`src/rtl/fpdiv_pkg.sv`:
```
package fpdiv_pkg;

  typedef enum logic [1:0] {
    CLS_ZERO = 2'd0,
    CLS_NORM = 2'd1,
    CLS_INF  = 2'd2,
    CLS_NAN  = 2'd3
  } fp_class_e;

  typedef enum logic [1:0] {
    ST_IDLE = 2'd0,
    ST_RUN  = 2'd1,
    ST_FIX  = 2'd2,
    ST_FIN  = 2'd3
  } div_state_e;

endpackage

```
`src/rtl/fpdiv_classify.sv`:
```
module fpdiv_classify
  import fpdiv_pkg::*;
#(
  parameter int EXP_W  = 8,
  parameter int FRAC_W = 23
) (
  input  logic [EXP_W+FRAC_W-1:0] mag,
  output fp_class_e               cls
);

  logic [EXP_W-1:0]  ex;
  logic [FRAC_W-1:0] fr;

  always_comb begin
    ex = mag[EXP_W+FRAC_W-1:FRAC_W];
    fr = mag[FRAC_W-1:0];
    if (ex == '0) begin
      cls = CLS_ZERO;
    end else if (&ex) begin
      cls = (fr == '0) ? CLS_INF : CLS_NAN;
    end else begin
      cls = CLS_NORM;
    end
  end

endmodule

```
`src/rtl/fpdiv_nr_core.sv`:
```
module fpdiv_nr_core #(
  parameter int SIG_W = 24,
  parameter int QW    = 50,
  parameter int AW    = 26,
  parameter int OUT_W = 27
) (
  input  logic             clk,
  input  logic             rst_n,
  input  logic             load,
  input  logic             step,
  input  logic             fix,
  input  logic [SIG_W-1:0] dvd_sig,
  input  logic [SIG_W-1:0] dvs_sig,
  output logic [OUT_W-1:0] quo,
  output logic             rem_nz
);

  localparam int PAD_W = QW - SIG_W;

  logic [AW-1:0]    part_q, part_d;
  logic [QW-1:0]    qreg_q, qreg_d;
  logic [SIG_W-1:0] dvs_q,  dvs_d;
  logic [AW-1:0]    dvs_ext, part_sh, part_upd;
  logic [QW-1:0]    qreg_sh;
  logic             reg_en;

  always_comb begin
    dvs_ext  = {{(AW-SIG_W){1'b0}}, dvs_q};
    part_sh  = {part_q[AW-2:0], qreg_q[QW-1]};
    qreg_sh  = {qreg_q[QW-2:0], 1'b0};
    part_upd = part_sh[AW-1] ? (part_sh + dvs_ext) : (part_sh - dvs_ext);

    reg_en = load | step | fix;
    part_d = part_q;
    qreg_d = qreg_q;
    dvs_d  = dvs_q;
    if (load) begin
      part_d = '0;
      qreg_d = {dvd_sig, {PAD_W{1'b0}}};
      dvs_d  = dvs_sig;
    end else if (step) begin
      part_d = part_upd;
      qreg_d = {qreg_sh[QW-1:1], ~part_upd[AW-1]};
    end else if (fix) begin
      if (part_q[AW-1]) begin
        part_d = part_q + dvs_ext;
      end
    end
  end

  always_ff @(posedge clk or negedge rst_n) begin
    if (!rst_n) begin
      part_q <= '0;
      qreg_q <= '0;
      dvs_q  <= '0;
    end else if (reg_en) begin
      part_q <= part_d;
      qreg_q <= qreg_d;
      dvs_q  <= dvs_d;
    end
  end

  assign quo    = qreg_q[OUT_W-1:0];
  assign rem_nz = |part_q;

endmodule

```
`src/rtl/fpdiv_round.sv`:
```
module fpdiv_round #(
  parameter int EXP_W  = 8,
  parameter int FRAC_W = 23,
  parameter int OUT_W  = 27
) (
  input  logic                    sign,
  input  logic [EXP_W-1:0]        exp_a,
  input  logic [EXP_W-1:0]        exp_b,
  input  logic [OUT_W-1:0]        quo,
  input  logic                    rem_nz,
  output logic [EXP_W+FRAC_W:0]   res,
  output logic                    ovf,
  output logic                    unf
);

  localparam int KP   = OUT_W - 1;
  localparam int EW2  = EXP_W + 2;
  localparam int BIAS = (1 << (EXP_W - 1)) - 1;
  localparam int EMAX = (1 << EXP_W) - 1;
  localparam logic signed [EW2-1:0] BIAS_S = EW2'(BIAS);
  localparam logic signed [EW2-1:0] EMAX_S = EW2'(EMAX);
  localparam logic signed [EW2-1:0] ZERO_S = '0;

  logic                     hi, rnd, stk, inc;
  logic [FRAC_W-1:0]        frac_pre, frac_fin;
  logic signed [EW2-1:0]    ea_s, eb_s, dec_s, e_fin;

  always_comb begin
    hi = quo[KP];
    if (hi) begin
      frac_pre = quo[KP-1 -: FRAC_W];
      rnd      = quo[KP-FRAC_W-1];
      stk      = (|quo[KP-FRAC_W-2:0]) | rem_nz;
    end else begin
      frac_pre = quo[KP-2 -: FRAC_W];
      rnd      = quo[KP-FRAC_W-2];
      stk      = (|quo[KP-FRAC_W-3:0]) | rem_nz;
    end
    inc      = rnd & (stk | frac_pre[0]);
    frac_fin = frac_pre + FRAC_W'(inc);

    ea_s  = EW2'(exp_a);
    eb_s  = EW2'(exp_b);
    dec_s = EW2'(!hi);
    e_fin = ea_s - eb_s + BIAS_S - dec_s;

    ovf = (e_fin >= EMAX_S);
    unf = (e_fin <= ZERO_S);
    if (ovf) begin
      res = {sign, {EXP_W{1'b1}}, {FRAC_W{1'b0}}};
    end else if (unf) begin
      res = {sign, {(EXP_W+FRAC_W){1'b0}}};
    end else begin
      res = {sign, e_fin[EXP_W-1:0], frac_fin};
    end
  end

endmodule

```
`src/rtl/fpdiv_seq.sv`:
```
module fpdiv_seq
  import fpdiv_pkg::*;
#(
  parameter int EXP_W  = 8,
  parameter int FRAC_W = 23
) (
  input  logic                  clk,
  input  logic                  rst_n,
  input  logic                  start,
  input  logic [EXP_W+FRAC_W:0] opa,
  input  logic [EXP_W+FRAC_W:0] opb,
  output logic                  busy,
  output logic                  done,
  output logic [EXP_W+FRAC_W:0] result,
  output logic                  flag_dz,
  output logic                  flag_inv,
  output logic                  flag_ovf,
  output logic                  flag_unf
);

  localparam int W     = 1 + EXP_W + FRAC_W;
  localparam int SIG_W = FRAC_W + 1;
  localparam int XB    = FRAC_W + 3;
  localparam int QW    = SIG_W + XB;
  localparam int AW    = FRAC_W + 3;
  localparam int OUT_W = XB + 1;
  localparam int CNT_W = $clog2(QW);
  localparam logic [CNT_W-1:0] LAST = CNT_W'(QW - 1);

  div_state_e          st_q, st_d;
  logic [CNT_W-1:0]    cnt_q, cnt_d;
  logic                accept, load, step, fix;

  logic [1:0][W-2:0]   mags;
  fp_class_e           cls [2];

  logic                sgn, sp_hit, sp_dz, sp_inv;
  logic [W-1:0]        sp_res, inf_w, zero_w, nan_w;

  logic                sign_q, sp_q, sdz_q, sinv_q;
  logic [EXP_W-1:0]    ea_q, eb_q;
  logic [W-1:0]        sres_q;

  logic [OUT_W-1:0]    quo;
  logic                rem_nz, r_ovf, r_unf;
  logic [W-1:0]        r_res;

  logic                done_q, fdz_q, finv_q, fovf_q, funf_q;
  logic [W-1:0]        res_q, res_d;
  logic                fdz_d, finv_d, fovf_d, funf_d, out_en;

  assign mags[0] = opa[W-2:0];
  assign mags[1] = opb[W-2:0];

  for (genvar g = 0; g < 2; g++) begin : g_cls
    fpdiv_classify #(
      .EXP_W (EXP_W),
      .FRAC_W(FRAC_W)
    ) u_cls (
      .mag(mags[g]),
      .cls(cls[g])
    );
  end

  // special-operand resolution, evaluated on the inputs at acceptance
  always_comb begin
    sgn    = opa[W-1] ^ opb[W-1];
    inf_w  = {sgn, {EXP_W{1'b1}}, {FRAC_W{1'b0}}};
    zero_w = {sgn, {(W-1){1'b0}}};
    nan_w  = {1'b0, {EXP_W{1'b1}}, 1'b1, {(FRAC_W-1){1'b0}}};
    sp_hit = 1'b1;
    sp_res = zero_w;
    sp_dz  = 1'b0;
    sp_inv = 1'b0;
    if (cls[0] == CLS_NAN || cls[1] == CLS_NAN) begin
      sp_res = nan_w;
    end else if ((cls[0] == CLS_ZERO && cls[1] == CLS_ZERO) ||
                 (cls[0] == CLS_INF  && cls[1] == CLS_INF)) begin
      sp_res = nan_w;
      sp_inv = 1'b1;
    end else if (cls[0] == CLS_INF) begin
      sp_res = inf_w;
    end else if (cls[1] == CLS_ZERO) begin
      sp_res = inf_w;
      sp_dz  = 1'b1;
    end else if (cls[0] == CLS_ZERO || cls[1] == CLS_INF) begin
      sp_res = zero_w;
    end else begin
      sp_hit = 1'b0;
    end
  end

  // control next state
  always_comb begin
    accept = (st_q == ST_IDLE) && start;
    st_d   = st_q;
    cnt_d  = cnt_q;
    case (st_q)
      ST_IDLE: begin
        if (start) begin
          st_d  = sp_hit ? ST_FIN : ST_RUN;
          cnt_d = '0;
        end
      end
      ST_RUN: begin
        cnt_d = cnt_q + CNT_W'(1);
        if (cnt_q == LAST) begin
          st_d = ST_FIX;
        end
      end
      ST_FIX:  st_d = ST_FIN;
      default: st_d = ST_IDLE;
    endcase
    load = accept;
    step = (st_q == ST_RUN);
    fix  = (st_q == ST_FIX);
  end

  always_ff @(posedge clk or negedge rst_n) begin
    if (!rst_n) begin
      st_q  <= ST_IDLE;
      cnt_q <= '0;
    end else begin
      st_q  <= st_d;
      cnt_q <= cnt_d;
    end
  end

  // operand context captured at acceptance
  always_ff @(posedge clk or negedge rst_n) begin
    if (!rst_n) begin
      sign_q <= 1'b0;
      ea_q   <= '0;
      eb_q   <= '0;
      sp_q   <= 1'b0;
      sres_q <= '0;
      sdz_q  <= 1'b0;
      sinv_q <= 1'b0;
    end else if (accept) begin
      sign_q <= sgn;
      ea_q   <= opa[W-2 -: EXP_W];
      eb_q   <= opb[W-2 -: EXP_W];
      sp_q   <= sp_hit;
      sres_q <= sp_res;
      sdz_q  <= sp_dz;
      sinv_q <= sp_inv;
    end
  end

  fpdiv_nr_core #(
    .SIG_W(SIG_W),
    .QW   (QW),
    .AW   (AW),
    .OUT_W(OUT_W)
  ) u_core (
    .clk    (clk),
    .rst_n  (rst_n),
    .load   (load),
    .step   (step),
    .fix    (fix),
    .dvd_sig({1'b1, opa[FRAC_W-1:0]}),
    .dvs_sig({1'b1, opb[FRAC_W-1:0]}),
    .quo    (quo),
    .rem_nz (rem_nz)
  );

  fpdiv_round #(
    .EXP_W (EXP_W),
    .FRAC_W(FRAC_W),
    .OUT_W (OUT_W)
  ) u_round (
    .sign  (sign_q),
    .exp_a (ea_q),
    .exp_b (eb_q),
    .quo   (quo),
    .rem_nz(rem_nz),
    .res   (r_res),
    .ovf   (r_ovf),
    .unf   (r_unf)
  );

  // output next state
  always_comb begin
    out_en = (st_q == ST_FIN);
    if (sp_q) begin
      res_d  = sres_q;
      fdz_d  = sdz_q;
      finv_d = sinv_q;
      fovf_d = 1'b0;
      funf_d = 1'b0;
    end else begin
      res_d  = r_res;
      fdz_d  = 1'b0;
      finv_d = 1'b0;
      fovf_d = r_ovf;
      funf_d = r_unf;
    end
  end

  always_ff @(posedge clk or negedge rst_n) begin
    if (!rst_n) begin
      done_q <= 1'b0;
      res_q  <= '0;
      fdz_q  <= 1'b0;
      finv_q <= 1'b0;
      fovf_q <= 1'b0;
      funf_q <= 1'b0;
    end else begin
      done_q <= out_en;
      if (out_en) begin
        res_q  <= res_d;
        fdz_q  <= fdz_d;
        finv_q <= finv_d;
        fovf_q <= fovf_d;
        funf_q <= funf_d;
      end
    end
  end

  assign busy     = (st_q != ST_IDLE);
  assign done     = done_q;
  assign result   = res_q;
  assign flag_dz  = fdz_q;
  assign flag_inv = finv_q;
  assign flag_ovf = fovf_q;
  assign flag_unf = funf_q;

endmodule

```
`config.mk`:
```
export PLATFORM = sky130hd
export DESIGN_NAME = fpdiv_seq
export DESIGN_NICKNAME = d
export VERILOG_FILES = /design/src/rtl/fpdiv_pkg.sv /design/src/rtl/fpdiv_classify.sv /design/src/rtl/fpdiv_nr_core.sv /design/src/rtl/fpdiv_round.sv /design/src/rtl/fpdiv_seq.sv
export SDC_FILE = /design/constraint.sdc
export NUM_CORES = 1
export LEC_CHECK = 0
export ABC_AREA = 1
export BUFFER_PORTS_ARGS = -buffer_cell sky130_fd_sc_hd__buf_4
export CORE_ASPECT_RATIO = 1.75
export CORE_MARGIN = 4
export CORE_UTILIZATION = 50
export CTS_CLUSTER_DIAMETER = 30
export DETAILED_ROUTE_END_ITERATION = 8
export GPL_ROUTABILITY_DRIVEN = 1
export PLACE_DENSITY = 0.69
export SETUP_SLACK_MARGIN = 0.2
export SLEW_MARGIN = 40
export SYNTH_ARGS = -nofsm -noshare
export SYNTH_HDL_FRONTEND = slang
export SYNTH_SLANG_ARGS = --single-unit
```
`constraint.sdc`:
```
create_clock -name clk -period 3.9 [get_ports clk]
set_clock_uncertainty 0.2 [all_clocks]
set_input_delay 0.195 -clock clk [delete_from_list [all_inputs] [get_ports clk]]
set_output_delay 0.195 -clock clk [all_outputs]
set_load 0.005 [all_outputs]
```
==> qor.txt, run 1 <==
run status = complete, no violations
unrepaired setup endpoints after global routing = yes
Setup violations, final = 0
clock power share = 46.7%
1st-iter DRT viols = 662
vias in the first global route = 12880
share of post-route cells with drive strength above 1 = 15.70%
CP peak stage delay = 0.43 ns
Final Hold Vio Count = 0
Starting Density = 51.00%
most frequent cells in the layout = nand2_1, inv_1, dfrtp_1
max-cap violation count = 0
clock sinks = 168
Required @ worst endpoint = 4.03 ns
FILL cells = 2210
fin crit share = 93.60%
TritonCTS Buffers = 17
routed wire length = 42.10 mm
via count = 12660
GRT overflow = 0
Yosys reg bits = 168
Area growth syn-to-layout = 23.59%
PwrDens = 236.6 nW/um2
crit end category = flip-flop
Post-synth ARST share = 100.0%
clock buffer depth = 2
critical path class = reg -> reg
Critical Path AT = 3.78 ns
Clk pin slew, worst setup/hold paths = 0.07 ns
CTS tree = built
crit path time final = 3.651 ns
port buffer count = 104
worst skew pair latency = 0.44 ns
Hold Crit Class = in -> async
sequential fraction of the synthesis area = 34.18%
io pins = 105
Synth Area per Inst = 7.185 um2
largest net degree at the start of global routing = 90
Crit path max-delay family = simple AND/OR/NAND/NOR gates
worst path bufs/invs = 3
Post-Syn Area = 12300 um2
RePlAce Congestion = 0.9993
launching point of the worst reg2reg path = u_core.dvs_q[9]
remaining antenna violation count = 0
Hold WS = 0.1649 ns
FP Rows = 75
Final nets = 2048
worst r2r dst = u_core.part_q[25]
Max Freq = 273.9 MHz
drt pass-1 iters = 6
Synth cell types = 56
Internal Pwr Total = 2.729 mW
part of the power in registers = 48.4%
crit-path max FO = 5
Ys Warns = 0
initial antenna violation count = 1
syn nets = 1856
first-pass GRT wire length = 65.73 mm
Cells after Synth = 1712
die area = 27270 um2
vias per std cell = 5.685
detailed-route DRC error count = 0
R2R cell count = 18
Slew Limit Fails = 0
dpl hpwl = 31.58 mm
leakage = 7.780 nW
root buffer cell = clkbuf_16
Worst-Margin Slew = 0.7527 ns
Slowest cell on crit path = dfrtp_2
CP Cell Sequence = nor2_4 -> inv_2 -> nor4_4 -> nand4_1 -> inv_1 -> nand3_2 -> nor3_4 -> a21oi_2 -> xor2_1 -> ha_1 -> inv_2 -> nor3_2 -> and3_4 -> a221oi_2 -> nand2_1 -> a21oi_2 -> o21ai_2 -> a21o_1
Most used DFF post-synth = dfrtp_1
P_sw = 0.8678 mW
gr usage total = 30.85%
CP startpoint kind = flip-flop
number of flops mapped to enable cells by yosys = 0
TNS Setup = 0 ns
reg2reg setup slack = 0.25 ns
VDD IR max = 266.9 uV
commonest non-fill, non-tap cell in the layout = nand2_1
switch share = 24.13%
htree depth = 4
Avg WL per Cell = 18.91 um
max_slew headroom = 49.82%
chip width = 126.6 um
part of the power in combinational logic = 4.9%
power consumption = 3.597 mW
die height = 215.5 um
core region area = 24120 um2
synth_stat cells, types with 8 or more instances:
cell type | instances | area share, %
xnor2_1 | 14 | 1.0
dfrtp_1 | 168 | 34
o21bai_1 | 9 | 0.55
o211ai_1 | 18 | 1.1
ha_1 | 73 | 7.4
nand4_1 | 32 | 1.6
a21oi_1 | 109 | 4.4
o21ai_1 | 11 | 0.45
nand2_1 | 429 | 13
nand2_2 | 8 | 0.41
xor2_1 | 38 | 2.7
inv_1 | 212 | 6.5
o21ai_0 | 153 | 6.2
nand3_2 | 17 | 1.4
nor3_1 | 24 | 0.98
clkbuf_1 | 44 | 1.3
nand3_1 | 102 | 4.2
nor4_1 | 25 | 1.3
a21o_1 | 11 | 0.67
nor2_1 | 108 | 3.3
worst max-delay path by stage:
stage	startpoint	end	slack, ns	cells after the start
after global routing	u_core.dvs_q[9]	u_core.part_q[25]	0.09	18
after CTS	u_core.dvs_q[0]	u_core.part_q[25]	0.13	19
after detailed placement	u_core.dvs_q[0]	u_core.part_q[25]	0.07	19
final	u_core.dvs_q[9]	u_core.part_q[25]	0.25	18
after floorplan	u_core.dvs_q[1]	u_core.part_q[25]	0.38	19
after global placement	u_core.dvs_q[0]	u_core.part_q[25]	0.12	19
timing repair:
action / 4_1_cts / 5_1_grt
hold buffers: 67 / 0
resized for setup: 6 / 72
setup endpoints to repair: 26 / 46
gates cloned: 0 / 1
setup buffers: 1 / 15
endpoints found under the hold margin: 149 / 0
pin swaps: 4 / 27
registers in the layout, indices dropped and copies added (netlist names):
register / flops
u_core.qreg_q: 50
result: 32
u_core.part_q: 26
u_core.dvs_q: 24
ea_q: 8
eb_q: 8
cnt_q: 6
sres_q: 3
st_q: 2
done: 1
flag_dz: 1
flag_inv: 1
flag_ovf: 1
flag_unf: 1
sdz_q: 1
sign_q: 1
sinv_q: 1
sp_q: 1
worst register-to-register path: stages, from the launching register on:
cell	delay, ns
dfrtp_2	0.43
nor2_4	0.12
inv_2	0.05
nor4_4	0.28
nand4_1	0.21
inv_1	0.15
nand3_2	0.11
nor3_4	0.22
a21oi_2	0.08
xor2_1	0.15
ha_1	0.37
inv_2	0.16
nor3_2	0.09
and3_4	0.18
a221oi_2	0.22
nand2_1	0.12
a21oi_2	0.16
o21ai_2	0.08
a21o_1	0.18
stage by stage:
| stage | cells | setup slack [ns] | utilization (%) | instance area [um2] |
|---|---|---|---|---|
| 3_3_place_gp | 2109 | 0.1243 | 56.15 | 13540 |
| 4_1_cts | 2209 | 0.1346 | 61.46 | 14820 |
| 5_1_grt | 2226 | 0.09106 | 63.04 | 15200 |
| 3_5_place_dp | 2109 | 0.07214 | 56.15 | 13540 |
| 2_1_floorplan | 1712 | 0.3811 | - | 12300 |
| 6_report | 2226 | 0.2495 | 63.04 | 15200 |
per-layer routing:
layer  up-vias  GRT usage, %  wire length, um
met5         -             0                0
met4         0         28.38             4738
met3       213         4.626             1643
met2       449         55.83            22010
met1      5878         29.01            13710
li1       6115             -                -
cell type report:
class                           count  area [um2]  area share (%)
Clock inverter                     14       137.6          0.9053
Inverter                          216       815.8           5.366
Clock buffer                       18       429.2           2.823
Tap cell                          308       385.4           2.535
Sequential cell                   168        4205           27.66
Timing Repair inverter              1       6.256         0.04115
Timing Repair Buffer              229        1909           12.56
Multi-Input combinational cell   1271        7311           48.09
Antenna cell                        1       2.502         0.01646
cells by family after synthesis:
| kind of cell | after synthesis | synth area share, % |
|---|---|---|
| compound gates | 368 | 17.33 |
| xor+xnor | 52 | 3.703 |
| fa+ha+maj | 77 | 8.077 |
| buf+inv | 273 | 8.666 |
| flops | 168 | 34.18 |
| simple gates | 774 | 28.04 |
power by group through the flow:
stage                     Sequential [mW]  Clock, mW  Combinational [mW]
after global placement               1.77          0               0.121
after global routing                 1.74       1.78               0.194
final                                1.74       1.68               0.177
after CTS                            1.74       1.71               0.176
after detailed placement             1.77          0               0.122
after floorplan                      1.78          0              0.0140
Power figures use the tool's default switching activity.
==> run 2: changes to the inputs <==
PLACE_DENSITY = 0.68   (was 0.69)
SYNTH_HIERARCHICAL = 1   (was not set)
==> qor.txt, run 2 <==
top cells by area, synth = dfrtp_1, nand2_1, inv_1, ha_1, nor2_1 (was dfrtp_1, nand2_1, ha_1, inv_1, o21ai_0)
Setup violations, final = 0 (unchanged)
RePlAce Congestion = 0.9764 (was 0.9993)
dpl hpwl = 36.09 mm (was 31.58 mm)
max-cap violation count = 0 (unchanged)
drt pass-1 iters = 5 (was 6)
crit end category = flip-flop (unchanged)
complex-gate fraction of the synthesized area = 10.32% (was 17.33%)
share of post-route cells with drive strength above 1 = 13.99% (was 15.70%)
sequential fraction of the synthesis area = 30.26% (was 34.18%)
worst r2r dst = result[20] (was u_core.part_q[25])
io pins = 105 (unchanged)
CTS tree = built (unchanged)
Starting Density = 50.84% (was 51.00%)
largest family of logic cells by synthesized area = simple AND/OR/NAND/NOR gates (unchanged)
CP startpoint = ea_q[0] (was u_core.dvs_q[9])
core region area = 27330 um2 (was 24120 um2)
top cell type's share of synthesized area = 30.26% (was 34.18%)
Cells after Synth = 2123 (was 1712)
simple-gate share of the synthesized area = 35.91% (was 28.04%)
routed wire length = 47.27 mm (was 42.10 mm)
Most used DFF post-synth = dfrtp_1 (unchanged)
Area growth syn-to-layout = 19.32% (was 23.59%)
most frequent cells in the layout = nand2_1, inv_1, nor2_1 (was nand2_1, inv_1, dfrtp_1)
die area = 30620 um2 (was 27270 um2)
Clk pin slew, worst setup/hold paths = 0.06 ns (was 0.07 ns)
detailed-route DRC error count = 0 (unchanged)
crit path time final = 3.704 ns (was 3.651 ns)
Yosys reg bits = 168 (unchanged)
Hold Crit Class = in -> async (unchanged)
remaining antenna violation count = 0 (unchanged)
initial antenna violation count = 0 (was 1)
largest area contributor in the netlist = dfrtp_1 (unchanged)
FP Rows = 80 (was 75)
launching point of the worst reg2reg path = ea_q[0] (was u_core.dvs_q[9])
die height = 228.5 um (was 215.5 um)
GRT overflow = 0 (unchanged)
Ys Warns = 6 (was 0)
Synth Area per Inst = 6.544 um2 (was 7.185 um2)
TNS Setup = 0 ns (unchanged)
Required @ worst endpoint = 4.03 ns (about the same)
Post-synth ARST share = 100.0% (unchanged)
R2R cell count = 23 (was 18)
port buffer count = 104 (unchanged)
Max Freq = 270.0 MHz (was 273.9 MHz)
Avg WL per Cell = 17.79 um (was 18.91 um)
Largest register FFs = 50 (unchanged)
unrepaired setup endpoints after global routing = yes (unchanged)
crit-path max FO = 6 (was 5)
1st-iter DRT viols = 755 (was 662)
mux cell area share after synthesis = 0.07205% (was 0%)
clock buffer depth = 2 (unchanged)
Post-Syn Area = 13890 um2 (was 12300 um2)
Synth cell types = 49 (was 56)
critical path class = reg -> reg (unchanged)
XOR/XNOR share of the synthesized area = 3.710% (was 3.703%)
max_slew headroom = 52.64% (was 49.82%)
commonest cells in the synthesized netlist = nand2_1, inv_1, nor2_1 (was nand2_1, inv_1, dfrtp_1)
Slew Limit Fails = 0 (unchanged)
worst skew pair latency = 0.45 ns (was 0.44 ns)
via count = 14270 (was 12660)
cell with the most instances after synthesis = nand2_1 (unchanged)
largest net degree at the start of global routing = 88 (was 90)
Worst-Margin Slew = 0.7103 ns (was 0.7527 ns)
chip width = 134.0 um (was 126.6 um)
run status = complete, no violations (unchanged)
clock sinks = 168 (unchanged)
fin crit share = 94.97% (was 93.60%)
root buffer cell = clkbuf_16 (unchanged)
vias per std cell = 5.369 (was 5.685)
vias in the first global route = 13940 (was 12880)
post-synthesis adder-cell area fraction = 7.421% (was 8.076%)
gr usage total = 30.11% (was 30.85%)
first-pass GRT wire length = 71.89 mm (was 65.73 mm)
Final nets = 2421 (was 2048)
Critical Path AT = 3.84 ns (was 3.78 ns)
htree depth = 4 (unchanged)
number of flops mapped to enable cells by yosys = 0 (unchanged)
Worst Setup EP = result[20] (was u_core.part_q[25])
TritonCTS Buffers = 17 (unchanged)
commonest non-fill, non-tap cell in the layout = nand2_1 (unchanged)
Largest Register = u_core/qreg_q (was u_core.qreg_q)
reg2reg setup slack = 0.20 ns (was 0.25 ns)
CP startpoint kind = flip-flop (unchanged)
Final Hold Vio Count = 0 (unchanged)
==> run 2: cell types whose count changed after synthesis, moves of 30 or more <==
cell,before,now
a21oi_1,109,79
buf_4,3,39
inv_1,212,277
nand2_1,429,683
nand3_1,102,146
nor2_1,108,218
o21ai_0,153,57
==> run 2: metal layers <==
layer	share of wire (%)	global-route usage (%)	up-vias
met5	0	0	-
met4	9.8	24.68	0
met3	3.5	4.405	192
met2	54	56.76	461
met1	33	27.83	6607
li1	-	-	7005
==> run 2: logic make-up after synthesis <==
| kind of cell | after synthesis |
|---|---|
| xor+xnor | 58 |
| fa+ha+maj | 80 |
| buf+inv | 397 |
| other cells | 1 |
| compound gates | 241 |
| mux | 1 |
| simple gates | 1177 |
| flops | 168 |
==> run 2: timing repair <==
item,CTS,global route
hold buffers,66,0
resized for setup,2,61
endpoints found under the hold margin,150,0
cloned,0,4
setup buffers,1,14
endpoints found under the setup margin,23,43
pin swaps,1,26
==> run 2: worst min-delay path by stage <==
stage               start        end  slack (ns)  cells after the start
finish              rst_n  result[3]        0.16                      2
global route        rst_n  result[3]        0.23                      2
CTS                 rst_n  result[3]        0.19                      2
detailed placement  rst_n  result[3]         0.1                      1
global placement    rst_n  result[3]        0.09                      1
floorplan           rst_n   cnt_q[0]       -0.30                      0
==> run 2: cell type report <==
| class | count | area [um2] |
|---|---|---|
| Antenna cell | 1 | 2.502 |
| Clock buffer | 22 | 464.2 |
| Clock inverter | 10 | 143.9 |
| Fill cell | 2625 | 10750 |
| Inverter | 311 | 1167 |
| Multi-Input combinational cell | 1559 | 8222 |
| Sequential cell | 168 | 4205 |
| Tap cell | 369 | 461.7 |
| Timing Repair Buffer | 217 | 1911 |
==> run 2: metrics by stage <==
stage	std cells	util, %	setup WS, ns	hold WS (ns)	instance area [um2]
floorplan	2124	-	0.4395	-0.3006	13900
CTS	2638	59.09	0.2106	0.1922	16150
global placement	2539	54.36	0.1826	0.09419	14850
finish	2657	60.66	0.1962	0.1620	16580
detailed placement	2539	54.36	0.1285	0.09583	14850
global route	2656	60.65	0.04586	0.2262	16570
==> run 2: critical path, cell delays in order (launching register included) <==
cell and delay [ns]:
dfrtp_1 0.38, inv_1 0.06, ha_2 0.18, inv_2 0.05, fa_2 0.37, nand2_2 0.07
nand2_2 0.07, nand2_2 0.09, xor2_2 0.20, inv_2 0.08, ha_4 0.31, nand2_2 0.05
nor3_2 0.18, nor2_2 0.06, xor2_1 0.17, inv_1 0.08, nand2_1 0.05, nor2_1 0.12
nand3_2 0.11, a21oi_4 0.18, buf_12 0.15, clkbuf_16 0.15, nor2_1 0.04, a22o_1 0.18
Power of run 2 is left out: the tool's default activity adds up to more than one toggle a clock period on the data nets, which glitch-free logic cannot reach.
